$ cat src/rtl/rrm_pkg.sv
package rrm_pkg;

  localparam int NUM_SLOTS = 9;
  localparam int SLOT_W    = 4;
  localparam int FAN_BASE  = 7;

  typedef enum logic [1:0] {
    SQ_IDLE = 2'd0,
    SQ_REQ  = 2'd1,
    SQ_RSP  = 2'd2,
    SQ_GAP  = 2'd3
  } seq_state_e;

  typedef enum logic [1:0] {
    CMP_SIGNED = 2'd0,
    CMP_RANGE  = 2'd1,
    CMP_FAN    = 2'd2
  } cmp_kind_e;

  function automatic cmp_kind_e slot_kind(int idx);
    if (idx == 0)             return CMP_SIGNED;
    else if (idx < FAN_BASE)  return CMP_RANGE;
    else                      return CMP_FAN;
  endfunction

endpackage

$ cat src/rtl/rrm_sequencer.sv
module rrm_sequencer
  import rrm_pkg::*;
#(
  parameter int LOOP_CYCLES = 100
) (
  input  logic              clk,
  input  logic              rst_n,
  input  logic              run,
  output logic              req_valid,
  input  logic              req_ready,
  output logic [SLOT_W-1:0] req_slot,
  input  logic              rsp_valid,
  output logic              rsp_ready,
  output logic              rsp_take,
  output logic              active
);

  localparam int GAP_W = $clog2(LOOP_CYCLES + 1);
  localparam logic [SLOT_W-1:0] LAST_SLOT = SLOT_W'(NUM_SLOTS - 1);
  localparam logic [GAP_W-1:0]  GAP_END   = GAP_W'(LOOP_CYCLES - 1);

  seq_state_e        state;
  logic [SLOT_W-1:0] slot;
  logic [GAP_W-1:0]  gap_cnt;

  always_ff @(posedge clk) begin
    if (!rst_n) begin
      state   <= SQ_IDLE;
      slot    <= '0;
      gap_cnt <= '0;
    end else begin
      case (state)
        SQ_IDLE: begin
          slot <= '0;
          if (run) state <= SQ_REQ;
        end
        SQ_REQ: begin
          if (req_ready) state <= SQ_RSP;
        end
        SQ_RSP: begin
          if (rsp_valid) begin
            if (slot == LAST_SLOT) begin
              slot    <= '0;
              gap_cnt <= '0;
              state   <= run ? SQ_GAP : SQ_IDLE;
            end else begin
              slot  <= slot + 1'b1;
              state <= SQ_REQ;
            end
          end
        end
        SQ_GAP: begin
          if (!run)                  state <= SQ_IDLE;
          else if (gap_cnt == GAP_END) state <= SQ_REQ;
          else                       gap_cnt <= gap_cnt + 1'b1;
        end
        default: state <= SQ_IDLE;
      endcase
    end
  end

  assign req_valid = (state == SQ_REQ);
  assign req_slot  = slot;
  assign rsp_ready = (state == SQ_RSP);
  assign rsp_take  = rsp_ready && rsp_valid;
  assign active    = (state != SQ_IDLE);

  AST_REQ_HOLD: assert property (@(posedge clk) disable iff (!rst_n)
    req_valid && !req_ready |=> req_valid && $stable(req_slot));

  AST_ONE_OUTSTANDING: assert property (@(posedge clk) disable iff (!rst_n)
    !(req_valid && rsp_ready));

  AST_SLOT_RANGE: assert property (@(posedge clk) disable iff (!rst_n)
    req_valid |-> req_slot <= LAST_SLOT);

  AST_RESTART_TEMP: assert property (@(posedge clk) disable iff (!rst_n)
    !active |=> !req_valid || req_slot == '0);

  AST_HALT_QUIET: assert property (@(posedge clk) disable iff (!rst_n)
    !active && !run |=> !req_valid);

endmodule

$ cat src/rtl/rrm_store.sv
module rrm_store
  import rrm_pkg::*;
#(
  parameter int DATA_W = 8
) (
  input  logic              clk,
  input  logic              rst_n,
  input  logic              lim_we,
  input  logic [SLOT_W-1:0] lim_slot,
  input  logic [DATA_W-1:0] lim_hi,
  input  logic [DATA_W-1:0] lim_lo,
  input  logic              wr_en,
  input  logic [SLOT_W-1:0] wr_slot,
  input  logic [DATA_W-1:0] wr_data,
  input  logic [SLOT_W-1:0] rd_slot,
  output logic [DATA_W-1:0] rd_data,
  output logic              wr_viol
);

  logic [DATA_W-1:0]    val_mem [NUM_SLOTS];
  logic [DATA_W-1:0]    hi_mem  [NUM_SLOTS];
  logic [DATA_W-1:0]    lo_mem  [NUM_SLOTS];
  logic [NUM_SLOTS-1:0] viol_vec;

  always_ff @(posedge clk) begin
    if (!rst_n) begin
      for (int i = 0; i < NUM_SLOTS; i++) begin
        val_mem[i] <= '0;
        hi_mem[i]  <= '0;
        lo_mem[i]  <= '0;
      end
    end else begin
      if (lim_we && (int'(lim_slot) < NUM_SLOTS)) begin
        hi_mem[lim_slot] <= lim_hi;
        lo_mem[lim_slot] <= lim_lo;
      end
      if (wr_en && (int'(wr_slot) < NUM_SLOTS))
        val_mem[wr_slot] <= wr_data;
    end
  end

  // One comparator per slot; the slot kind picks signed, windowed or fan-only.
  for (genvar g = 0; g < NUM_SLOTS; g++) begin : g_cmp
    if (slot_kind(g) == CMP_SIGNED) begin : g_signed
      assign viol_vec[g] = ($signed(wr_data) > $signed(hi_mem[g])) ||
                           ($signed(wr_data) < $signed(lo_mem[g]));
    end else if (slot_kind(g) == CMP_RANGE) begin : g_range
      assign viol_vec[g] = (wr_data > hi_mem[g]) || (wr_data < lo_mem[g]);
    end else begin : g_fan
      assign viol_vec[g] = (wr_data > hi_mem[g]);
    end
  end

  assign wr_viol = (int'(wr_slot) < NUM_SLOTS) ? viol_vec[wr_slot] : 1'b0;
  assign rd_data = (int'(rd_slot) < NUM_SLOTS) ? val_mem[rd_slot] : '0;

endmodule

$ cat src/rtl/rrm_irq.sv
module rrm_irq
  import rrm_pkg::*;
(
  input  logic                 clk,
  input  logic                 rst_n,
  input  logic                 set_en,
  input  logic [SLOT_W-1:0]    set_idx,
  input  logic                 clr,
  input  logic [NUM_SLOTS-1:0] mask,
  input  logic                 int_en,
  input  logic                 int_clr,
  output logic [NUM_SLOTS-1:0] flags,
  output logic                 irq_n
);

  logic [NUM_SLOTS-1:0] set_vec;

  always_comb begin
    set_vec = '0;
    if (set_en && (int'(set_idx) < NUM_SLOTS)) set_vec[set_idx] = 1'b1;
  end

  always_ff @(posedge clk) begin
    if (!rst_n) flags <= '0;
    else        flags <= (clr ? '0 : flags) | set_vec;
  end

  assign irq_n = !(int_en && !int_clr && |(flags & ~mask));

  AST_FLAGS_STICKY: assert property (@(posedge clk) disable iff (!rst_n)
    !clr |=> (flags & $past(flags)) == $past(flags));

endmodule

$ cat src/rtl/rr_monitor.sv
module rr_monitor
  import rrm_pkg::*;
#(
  parameter int DATA_W      = 8,
  parameter int LOOP_CYCLES = 100_000_000
) (
  input  logic                 clk,
  input  logic                 rst_n,
  input  logic                 cfg_start,
  input  logic                 cfg_int_en,
  input  logic                 cfg_int_clr,
  input  logic [NUM_SLOTS-1:0] irq_mask,
  output logic                 conv_req_valid,
  input  logic                 conv_req_ready,
  output logic [SLOT_W-1:0]    conv_req_slot,
  input  logic                 conv_rsp_valid,
  output logic                 conv_rsp_ready,
  input  logic [DATA_W-1:0]    conv_rsp_data,
  input  logic                 lim_wr_en,
  input  logic [SLOT_W-1:0]    lim_wr_slot,
  input  logic [DATA_W-1:0]    lim_wr_hi,
  input  logic [DATA_W-1:0]    lim_wr_lo,
  input  logic [SLOT_W-1:0]    val_rd_slot,
  output logic [DATA_W-1:0]    val_rd_data,
  output logic [NUM_SLOTS-1:0] stat_flags,
  input  logic                 stat_clr,
  output logic                 mon_active,
  output logic                 irq_n
);

  logic run;
  logic take;
  logic viol;

  assign run = cfg_start && !cfg_int_clr;

  rrm_sequencer #(.LOOP_CYCLES(LOOP_CYCLES)) u_seq (
    .clk       (clk),
    .rst_n     (rst_n),
    .run       (run),
    .req_valid (conv_req_valid),
    .req_ready (conv_req_ready),
    .req_slot  (conv_req_slot),
    .rsp_valid (conv_rsp_valid),
    .rsp_ready (conv_rsp_ready),
    .rsp_take  (take),
    .active    (mon_active)
  );

  rrm_store #(.DATA_W(DATA_W)) u_store (
    .clk      (clk),
    .rst_n    (rst_n),
    .lim_we   (lim_wr_en),
    .lim_slot (lim_wr_slot),
    .lim_hi   (lim_wr_hi),
    .lim_lo   (lim_wr_lo),
    .wr_en    (take),
    .wr_slot  (conv_req_slot),
    .wr_data  (conv_rsp_data),
    .rd_slot  (val_rd_slot),
    .rd_data  (val_rd_data),
    .wr_viol  (viol)
  );

  rrm_irq u_irq (
    .clk     (clk),
    .rst_n   (rst_n),
    .set_en  (take && viol),
    .set_idx (conv_req_slot),
    .clr     (stat_clr),
    .mask    (irq_mask),
    .int_en  (cfg_int_en),
    .int_clr (cfg_int_clr),
    .flags   (stat_flags),
    .irq_n   (irq_n)
  );

  AST_CLR_FORCES_HIGH: assert property (@(posedge clk) disable iff (!rst_n)
    cfg_int_clr |-> irq_n);

endmodule

$ cat config.mk
export PLATFORM = sky130hd
export DESIGN_NAME = rr_monitor
export DESIGN_NICKNAME = d
export VERILOG_FILES = /design/src/rtl/rrm_pkg.sv /design/src/rtl/rrm_sequencer.sv /design/src/rtl/rrm_store.sv /design/src/rtl/rrm_irq.sv /design/src/rtl/rr_monitor.sv
export SDC_FILE = /design/constraint.sdc
export NUM_CORES = 1
export LEC_CHECK = 0
export ABC_AREA = 0
export CAP_MARGIN = 20
export CORE_ASPECT_RATIO = 1.1
export CORE_MARGIN = 2
export CORE_UTILIZATION = 30
export CTS_CLUSTER_DIAMETER = 100
export DETAILED_ROUTE_END_ITERATION = 6
export DONT_BUFFER_PORTS = 1
export GPL_TIMING_DRIVEN = 0
export PLACE_DENSITY = 0.42
export SKIP_CTS_REPAIR_TIMING = 1
export SYNTH_ARGS = -nofsm -noshare
export SYNTH_HDL_FRONTEND = slang
export SYNTH_SLANG_ARGS = --single-unit
$ cat constraint.sdc
create_clock -name clk -period 3.8 [get_ports clk]
set_clock_uncertainty 0.05 [all_clocks]
set_input_delay 0.76 -clock clk [delete_from_list [all_inputs] [get_ports clk]]
set_output_delay 0.76 -clock clk [all_outputs]
set_load 0.005 [all_outputs]
==> flow_summary_export.csv, run 1 <==
group,metric,value,unit
status,outcome,"complete, no violations",
floorplanning,core_area,44600,sq um
power,power.density,413,nW/um^2
critical_path,crit_chain,"clkbuf_2, clkinv_1, ha_1, buf_2, and3b_1, nand3_1, a21boi_4, buf_6, buf_8, mux2i_1, nor2_1",
routing,drtIter0Drc,415,
critical_path,end_kind,"register",
logic_synthesis,yosysSeqAreaShare,50.5,%
routing,vias_per_cell,4.96,
cells_and_area,final_core_util,34.3,%
place,place_congestion,0.781,
clock_tree,cts.sinks,242,
floorplanning,die-width,207,um
sta,setup_viol,0,
logic_synthesis,synth_ff_type,"edfxtp_1",
flow_run,maxCapViolCount,0,
clock_tree,cts.htree.levels,1,
grt,grt_overflow_total,0,
logic_synthesis,postSynth.asyncResetShare,0,%
cells_and_area,drive_above_1_share,6.57,%
clock_tree,cts_max_path_buffers,3,
logic_synthesis,yosysUniqueCellTypes,61,
worst_hold_path,hp-class,"in -> reg",
logic_synthesis,synth_top_area_share,44.3,%
routing,routed_wl,39000,um
place,portBuffers,0,
cells_and_area,num-fill-cells,4539,
logic_synthesis,yosysTopAreaCell,"edfxtp_1",
sta,fmax,299,MHz
power,seqPwrFrac,47.6,%
logic_synthesis,syn_area,13600,sq um
clock_tree,path_clk_slew,0.06,ns
critical_path,cp_slowest_cell,"dfxtp_1",
sta,min_period,3.34,ns
clock_tree,cts_root_buf,"clkbuf_16",
grt,grt_util_all_layers,16.9,%
floorplanning,initial_core_util,30.4,%
logic_synthesis,synth_edf_count,200,
routing,vias,9458,
sta,worst_hold_slack,0.343,ns
sta,fin_crit_sh,87.9,%
routing,wl_per_cell,20.5,um
critical_path,crit_fanout,10,
sta,tightest_slew,0.942,ns
grt,grt_pass1_wl,58800,um
sta,tns,0,ns
routing,drcViolationCount,0,
clock_tree,cts_made_buffers,30,
sta,hold_viol_final,0,
sta,relSlewSlack,36.8,%
power,ir_drop,0.281,mV
power,power_frac_clock,44.4,%
grt,grt_max_degree,26,
power,switching_share,24.1,%
logic_synthesis,yosysWarnings,0,
cells_and_area,multi_input_area,6000,sq um
power,p_int,4800,uW
critical_path,critical_path_class,"reg -> reg",
power,p_sw,1520,uW
logic_synthesis,syn-num-nets,1442,
critical_path,slowest_delay,0.46,ns
cells_and_area,seqCellArea,6850,sq um
logic_synthesis,synthTopCellsByArea,"edfxtp_1 (44%), ha_1 (12%), dfxtp_1 (6.2%)",
routing,drtPass1Iterations,4,
cells_and_area,n_antenna_cell,0,
grt,grt_pass1_vias,9711,
floorplanning,die_h,227,um
sta,drv_slew,0,
critical_path,critPathLaunchType,"register",
clock_tree,cts_tree,"yes",
logic_synthesis,synthCells,1265,
cells_and_area,fin_nets,1478,
logic_synthesis,syn_area_per_cell,10.7,sq um
floorplanning,die_area,46900,sq um
clock_tree,clock_latency,0.56,ns
power,combinationalPowerShare,8.0,%
floorplanning,top_level_ports,75,
routing,drtAntennaViolNets,0,
sta,rsz0062_at_grt,"no",
place,hpwlAfterDp,26200,um
grt,antenna_found_initial,6,
worst_hold_path,hold_path_depth,1,
power,p_leak,0.00629,uW
logic_synthesis,ys_ff_latch,242,
critical_path,cp.arrival,3.72,ns
cells_and_area,syn_to_final_growth,12.8,%
critical_path,r2r_cells,11,
floorplanning,num_rows,81,
critical_path,cp.required,4.18,ns
[power by group through the flow]
stage          Sequential [uW]  Combinational (uW)  Clock (uW)
2_1_floorplan             3050                 374           0
4_1_cts                   3010                 518        2870
3_5_place_dp              3060                 515           0
5_1_grt                   3010                 588        2980
3_3_place_gp              3060                 499           0
6_report                  3000                 508        2800
[stage by stage]
stage | worst slack, ns | cell area (sq um) | std cells | total power (uW)
final | 0.459 | 15300 | 1906 | 6320
after global placement | -0.350 | 14300 | 1846 | 3560
after CTS | -0.173 | 15300 | 1905 | 6400
after detailed placement | -0.152 | 14300 | 1849 | 3580
after global routing | 0.226 | 15300 | 1906 | 6580
after floorplan | 0.866 | 13600 | 1265 | 3430
[critical path: cells and delay by family (launching register included)]
| family | cells | cell delay [ns] |
|---|---|---|
| muxes | 1 | 0.18 |
| AOI/OAI and AO/OA | 1 | 0.33 |
| DFF | 1 | 0.46 |
| buffers and inverters | 5 | 1.27 |
| and+or+nand+nor | 3 | 0.61 |
| adders and majority gates | 1 | 0.30 |
[synth_stat cells, types with 3 or more instances]
master     number
o21ai_0        42
or3_1          12
nor3_1         11
ha_1          127
o21ai_1         5
a21o_1         11
a31oi_1         5
xnor2_1         5
nand3_1        20
o2111ai_1       7
o31ai_1         7
nand4_1        18
edfxtp_1      200
nand2_1        67
clkbuf_1       37
mux4_2          9
dfxtp_1        42
clkinv_1        3
nor2_1         42
nor2b_1        20
a211oi_1       13
o211ai_1       20
nand2b_1       30
inv_1         139
mux2_2          7
buf_1           4
nor4_1          7
and3_1         74
o21a_1          7
and2_1        133
o22ai_1        19
buf_2           4
a21oi_1        61
and4_1         11
or4_1           8
o221ai_1        4
[placed cells by master, fill, tap and decap left out, drive strengths merged, types with 4 or more instances in the layout]
| cell | instances |
|---|---|
| a211oi | 13 |
| a21o | 11 |
| a21oi | 61 |
| a31oi | 5 |
| and2 | 134 |
| and3 | 74 |
| and4 | 11 |
| buf | 13 |
| clkbuf | 72 |
| clkinv | 18 |
| clkinvlp | 4 |
| dfxtp | 42 |
| edfxtp | 200 |
| ha | 127 |
| inv | 140 |
| mux2 | 7 |
| mux4 | 9 |
| nand2 | 67 |
| nand2b | 30 |
| nand3 | 20 |
| nand4 | 18 |
| nor2 | 42 |
| nor2b | 20 |
| nor3 | 11 |
| nor4 | 7 |
| o2111ai | 7 |
| o211ai | 20 |
| o21a | 7 |
| o21ai | 47 |
| o221ai | 4 |
| o22ai | 19 |
| o31ai | 7 |
| or3 | 13 |
| or4 | 8 |
| xnor2 | 5 |
[kinds of logic after synthesis]
family / count (synthesis) / synth area share, %
buffers and inverters: 189 / 5.41
adder cells (fa/ha/maj): 127 / 11.7
AO/OA/AOI/OAI: 217 / 10.1
multiplexers: 18 / 2.22
flip-flops: 242 / 50.5
XOR/XNOR: 7 / 0.452
AND/OR/NAND/NOR: 465 / 19.6
[sequential cells by signal, indices dropped and copies added, names as in the netlist]
signal           cells
u_store.hi_mem      72
u_irq.flags          9
u_seq.req_slot       4
u_seq.gap_cnt       27
u_seq.state          2
u_store.val_mem     72
u_store.lo_mem      56
[area by class of cell]
cell class,instances,share of cell area [%]
Clock inverter,22,1.13
Timing Repair Buffer,4,0.180
Buffer,47,1.32
Multi-Input combinational cell,834,39.2
Inverter,142,3.51
Clock buffer,34,5.14
Sequential cell,242,44.7
Tap cell,581,4.75
[path summary, 6_finish.rpt]
path,end,from,slack [ns]
worst max-delay path,u_seq.gap_cnt[1],u_seq.req_slot[0],0.46
worst min-delay path,u_store.lo_mem[1][0],lim_wr_lo[0],0.34
worst max register to register,u_seq.gap_cnt[1],u_seq.req_slot[0],0.46
worst min register to register,u_seq.gap_cnt[22],u_seq.gap_cnt[22],0.44
[metal layers]
layer / vias up / track usage, % / wire length (um)
met5: - / 0 / 0
met4: 0 / 5.10 / 1010
met3: 56 / 2.71 / 1750
met2: 173 / 29.9 / 19100
met1: 4579 / 21.2 / 17100
li1: 4650 / - / -
(Power assumes the default switching activity.)
==> inputs of run 2 (changes only) <==
- ABC_AREA: 0 -> 1
==> run 2 against run 1 <==
- clock power is 5% lower
- maximum frequency is 0.75% lower
- first-iteration DRC count is 4.6% higher
- critical endpoint is now u_irq.flags[5]
- cell area is 2.3% higher
- highest routed layer is now met5
- utilization is 0.59 points lower
- final cell count is 17% higher
- largest power group unchanged
- clock-buffer cell count is 2 higher
- largest cell class unchanged
- setup slack worse by 0.025 ns
- non-clock buffer count is 18 lower
- sequential share of layout area is 0.34 points higher
- area after synthesis is 3.3% higher
==> flow_summary_export.csv, run 2 <==
group,metric,value,unit
critical_path,critPathLaunchType,"input pin",
clock_tree,cts_root_buf,"clkbuf_16",
cells_and_area,final_area,15700,sq um
floorplanning,initial_core_util,30.2,%
sta,rsz0062_at_grt,"no",
logic_synthesis,ys_top_cells_by_count,"nor2_1 (335), nand2_1 (292), inv_1 (218), edfxtp_1 (207), ha_1 (127)",
routing,top_layer,"met5",
logic_synthesis,yosysWarnings,0,
floorplanning,num_rows,83,
clock_tree,cts_tree,"yes",
grt,antenna_found_initial,2,
sta,setup_viol,0,
floorplanning,core_area,46400,sq um
cells_and_area,n_antenna_cell,0,
place,place_congestion,0.855,
floorplanning,die_h,231,um
floorplanning,die-width,210,um
clock_tree,path_clk_slew,0.06,ns
cells_and_area,fin_nets,1793,
logic_synthesis,postSynth.asyncResetShare,0,%
sta,tightest_slew,0.853,ns
routing,drtIter0Drc,434,
grt,grt_overflow_total,0,
routing,met1_length,17200,um
routing,vias_per_cell,4.60,
cells_and_area,seqCellArea,7060,sq um
cells_and_area,syn_to_final_growth,11.8,%
sta,fin_crit_sh,88.6,%
logic_synthesis,synth_ff_type,"edfxtp_1",
cells_and_area,multi_input_area,5890,sq um
routing,dr_wl_met3,1380,um
cells_and_area,fin_cells,2232,
critical_path,cp.arrival,3.81,ns
cells_and_area,drive_above_1_share,5.80,%
routing,drtAntennaViolNets,0,
routing,vias,10300,
critical_path,crit_fanout,18,
critical_path,end_kind,"register",
clock_tree,cts.sinks,249,
routing,wl_per_cell,17.2,um
place,portBuffers,0,
logic_synthesis,synthCells,1583,
sta,fmax,297,MHz
logic_synthesis,yosysMostFrequentCell,"nor2_1",
clock_tree,cts_max_path_buffers,3,
routing,wl_met2,19000,um
cells_and_area,top_regs,"u_store.val_mem: 79 flops, u_store.hi_mem: 72 flops, u_store.lo_mem: 56 flops",
place,placed_cells,2179,
cells_and_area,num-fill-cells,4769,
clock_tree,cts.htree.levels,1,
worst_hold_path,hp-class,"in -> reg",
critical_path,critical_path_class,"in -> reg",
cells_and_area,layout_common_cells,"nor2_1 (335), nand2_1 (292), inv_1 (218)",
logic_synthesis,yosysSeqAreaShare,50.4,%
sta,tns,0,ns
routing,drtPass1Iterations,5,
grt,grt_max_degree,19,
sta,relSlewSlack,43.1,%
logic_synthesis,syn-num-nets,1760,
logic_synthesis,synthTopCellsByArea,"edfxtp_1 (44%), ha_1 (11%), nor2_1 (9.0%)",
clock_tree,cts_made_buffers,30,
place,placed_area,14800,sq um
sta,drv_slew,0,
routing,routed_wl,38500,um
logic_synthesis,synth_edf_count,207,
power,ir_drop,0.331,mV
power,total_power,6370,uW
floorplanning,die_area,48400,sq um
routing,drcViolationCount,0,
power,power.density,407,nW/um^2
logic_synthesis,synth_top_area_share,44.4,%
cells_and_area,final_core_util,33.7,%
flow_run,maxCapViolCount,0,
critical_path,cp.required,4.24,ns
logic_synthesis,syn_area_per_cell,8.85,sq um
cells_and_area,largest_register_ffs,79,
cells_and_area,top_register,"u_store.val_mem",
logic_synthesis,syn_area,14000,sq um
grt,grt_pass1_vias,10300,
sta,min_period,3.37,ns
logic_synthesis,yosysTopAreaCell,"edfxtp_1",
grt,grt_pass1_wl,59300,um
floorplanning,top_level_ports,75,
logic_synthesis,ys_ff_latch,249,
power,p_leak,0.00654,uW
clock_tree,clock_latency,0.57,ns
status,outcome,"complete, no violations",
cells_and_area,layout_commonest_cell,"nor2_1",
sta,hold_viol_final,0,
logic_synthesis,yosysUniqueCellTypes,46,
place,hpwlAfterDp,27200,um
grt,grt_util_all_layers,16.0,%
[run 2: cell types whose count changed in the layout (fill, tap and decap cells not counted), moves of 12 or more]
cell	change
o211ai_1	-14
inv_1	+79
nand2b_1	-30
nor2_1	+293
and3_1	-74
clkinv_1	+20
a21oi_2	+20
nor2b_1	-20
nand2_1	+225
and2_1	-132
or3_1	-12
a211oi_1	-12
nor3_1	+16
nand2_2	+17
[run 2: power breakdown]
group | internal (uW) | total [uW] | switching, uW | leakage, uW
registers | 3060 | 3090 | 35.2 | 0.00236
clock network | 1530 | 2670 | 1140 | 0.000444
logic | 188 | 597 | 408 | 0.00374
total | 4780 | 6370 | 1590 | 0.00654
[run 2: area by class of cell]
type / instances / share of cell area, %
plain buffers: 32 / 1.03
clock buffers: 36 / 5.07
clock inverters: 17 / 0.631
inverters: 241 / 5.79
multi-input cells: 1061 / 37.6
flip-flops and latches: 249 / 45.1
well taps: 595 / 4.76
repair buffers: 1 / 0.0480
[run 2: kinds of logic after synthesis]
logic type / Yosys count / share of synthesized area [%]
AO/OA/AOI/OAI: 175 / 7.65
XOR/XNOR: 21 / 1.31
adder cells (fa/ha/maj): 127 / 11.3
buffers and inverters: 273 / 7.61
flip-flops: 249 / 50.4
multiplexers: 7 / 0.500
AND/OR/NAND/NOR: 731 / 21.2
[run 2: through the flow]
step	worst slack (ns)	hold slack, ns
3_3_place_gp	-0.452	0.435
5_1_grt	0.191	0.211
6_report	0.434	0.244
2_1_floorplan	1.14	0.414
3_5_place_dp	-0.192	0.437
4_1_cts	0.411	0.205
[run 2: worst paths after layout]
| check | startpoint | to | slack [ns] | cells past startpoint |
|---|---|---|---|---|
| worst max-delay path | conv_rsp_data[0] | u_irq.flags[5] | 0.43 | 18 |
| worst min-delay path | conv_rsp_data[0] | u_store.val_mem[9][0] | 0.24 | 0 |
| worst max register to register | u_seq.req_slot[0] | u_store.val_mem[3][1] | 0.98 | 8 |
| worst min register to register | u_seq.gap_cnt[26] | u_seq.gap_cnt[26] | 0.45 | 2 |
[run 2: critical path: stages]
cell and delay [ns]:
clkinv_1 0.42, clkbuf_2 0.62, ha_1 0.38, inv_1 0.05, nand2_1 0.04, nand2_1 0.05, nand2_1 0.04, nand2_1 0.05
nand2_1 0.05, nand2_1 0.05, nand2_1 0.10, nand3_1 0.11, nand2_1 0.05, nor2_1 0.31, nor2_1 0.10, nor2_2 0.28
nand3_1 0.18, a21oi_1 0.15
[run 2: per-layer routing]
metal	up-vias	global-route usage (%)
met2	137	29.0
met1	4814	19.7
met5	-	0
met3	51	2.53
met4	2	4.32
li1	5257	-
==> inputs of run 3 (changes only) <==
- CORE_MARGIN: 2 -> 1
- MAX_ROUTING_LAYER: unset -> met4
==> run 3 against run 2 <==
- maximum frequency up 6.1%
- cell area up 0.57%
- first-iteration DRC count up 29%
- clock-buffer cell count down 1
- critical path depth down 12
- critical endpoint is now val_rd_data[4]
- largest power group unchanged
==> flow_summary_export.csv, run 3 (synthesized netlist as in run 2, its figures left out) <==
group,metric,value,unit
routing,vias_per_cell,4.62,
routing,routed_wl,38600,um
critical_path,timing.rr.start,"u_seq.req_slot[0]",
place,pre_cts_ws,0.0978,ns
sta,min_period,3.17,ns
cells_and_area,layout_common_cells,"nor2_1 (335), nand2_1 (292), inv_1 (218)",
clock_tree,cts_made_buffers,30,
power,p_leak,0.00658,uW
cells_and_area,final_area,15700,sq um
critical_path,cp.arrival,2.36,ns
critical_path,crit_fanout,10,
grt,grt_util_all_layers,17.0,%
grt,grt_overflow_total,0,
sta,fin_crit_sh,83.5,%
sta,setup_viol,0,
routing,drtPass1Iterations,5,
status,outcome,"complete, no violations",
grt,grt_pass1_wl,59800,um
routing,drtAntennaViolNets,0,
routing,drtIter0Drc,560,
cells_and_area,largest_register_ffs,79,
routing,wl_per_cell,17.3,um
sta,worst_hold_slack,0.241,ns
power,ir_drop,0.315,mV
sta,tns,0,ns
clock_tree,path_clk_slew,0.05,ns
power,power.density,418,nW/um^2
floorplanning,die_area,47600,sq um
place,portBuffers,0,
routing,drcViolationCount,0,
cells_and_area,syn_to_final_growth,12.4,%
flow_run,maxCapViolCount,0,
cells_and_area,fin_nets,1794,
power,total_power,6580,uW
routing,vias,10300,
grt,antenna_found_initial,2,
critical_path,critical_path_class,"in -> out",
cells_and_area,top_register,"u_store.val_mem",
critical_path,r2r_cells,8,
sta,tightest_slew,0.837,ns
worst_hold_path,whs_endpoint,"u_store.val_mem[9][0]",
clock_tree,clock_latency,0.57,ns
clock_tree,cts_tree,"yes",
cells_and_area,top_regs,"u_store.val_mem: 79 flops, u_store.hi_mem: 72 flops, u_store.lo_mem: 56 flops",
grt,grt_pass1_vias,10200,
critical_path,r2r_slack,0.96,ns
critical_path,cp.required,2.99,ns
worst_hold_path,hold_path.startpoint,"conv_rsp_data[0]",
clock_tree,cts.htree.levels,1,
floorplanning,top_level_ports,75,
floorplanning,die_h,229,um
sta,fin_ws,0.628,ns
sta,rsz0062_at_grt,"no",
clock_tree,cts_max_path_buffers,3,
floorplanning,num_rows,82,
place,placed_area,14800,sq um
sta,hold_viol_final,0,
clock_tree,cts.sinks,249,
cells_and_area,layout_commonest_cell,"nor2_1",
critical_path,end_kind,"primary output",
critical_path,critPathLaunchType,"input pin",
grt,grt_max_degree,19,
worst_hold_path,hp-class,"in -> reg",
place,place_congestion,0.863,
place,hpwlAfterDp,27000,um
sta,relSlewSlack,44.1,%
worst_hold_path,hold_path_depth,0,
sta,drv_slew,0,
sta,fmax,315,MHz
critical_path,regToRegEndpoint,"u_store.val_mem[3][7]",
clock_tree,cts_root_buf,"clkbuf_16",
floorplanning,core_area,45900,sq um
floorplanning,initial_core_util,30.5,%
floorplanning,die-width,208,um
cells_and_area,drive_above_1_share,6.28,%
[run 3: cell count changes in the layout (fill, tap and decap cells not counted), sizes merged]
cell and delta:
clkinvlp +4, clkinv -3, bufinv +2, diode +2, buf +1, clkbuf -1
[run 3: worst max-delay path, stage by stage]
cell	delay, ns
clkbuf_1	0.32
buf_1	0.60
nor2_1	0.11
o22ai_1	0.24
o21ai_0	0.14
o22ai_1	0.19
[run 3: metal layers]
layer	up-vias	GRT usage (%)	routed length [um]
met2	135	28.6	18600
met1	4858	21.1	17600
met5	-	-	0
li1	5268	-	-
met3	48	2.89	1650
met4	0	3.94	729
[run 3: where the power goes]
part           total (uW)  switching (uW)  internal (uW)
sequential           3090            34.1           3060
clock                2890            1200           1680
combinational         599             409            189
[run 3: worst max path at each step]
stage | startpoint | end | cells past startpoint
after floorplan | lim_wr_slot[1] | u_store.hi_mem[4][0] | 8
after global placement | conv_rsp_data[0] | u_irq.flags[7] | 18
after detailed placement | conv_rsp_data[0] | u_irq.flags[7] | 15
after CTS | val_rd_slot[0] | val_rd_data[4] | 6
after global routing | conv_rsp_data[0] | u_irq.flags[7] | 15
final | val_rd_slot[0] | val_rd_data[4] | 6
[run 3: final cells by class]
type,instances,area (sq um)
Tap cell,588,736
Multi-Input combinational cell,1061,5890
Sequential cell,249,7060
Antenna cell,2,5.00
Clock buffer,35,791
Timing Repair Buffer,2,20.0
Fill cell,4723,30100
Inverter,241,906
Buffer,32,160
Clock inverter,20,184
[run 3: through the flow]
stage          instances  utilization [%]
2_1_floorplan       1583                -
3_3_place_gp        2171             32.2
3_5_place_dp        2173             32.2
4_1_cts             2228             34.3
5_1_grt             2230             34.3
6_report            2230             34.3
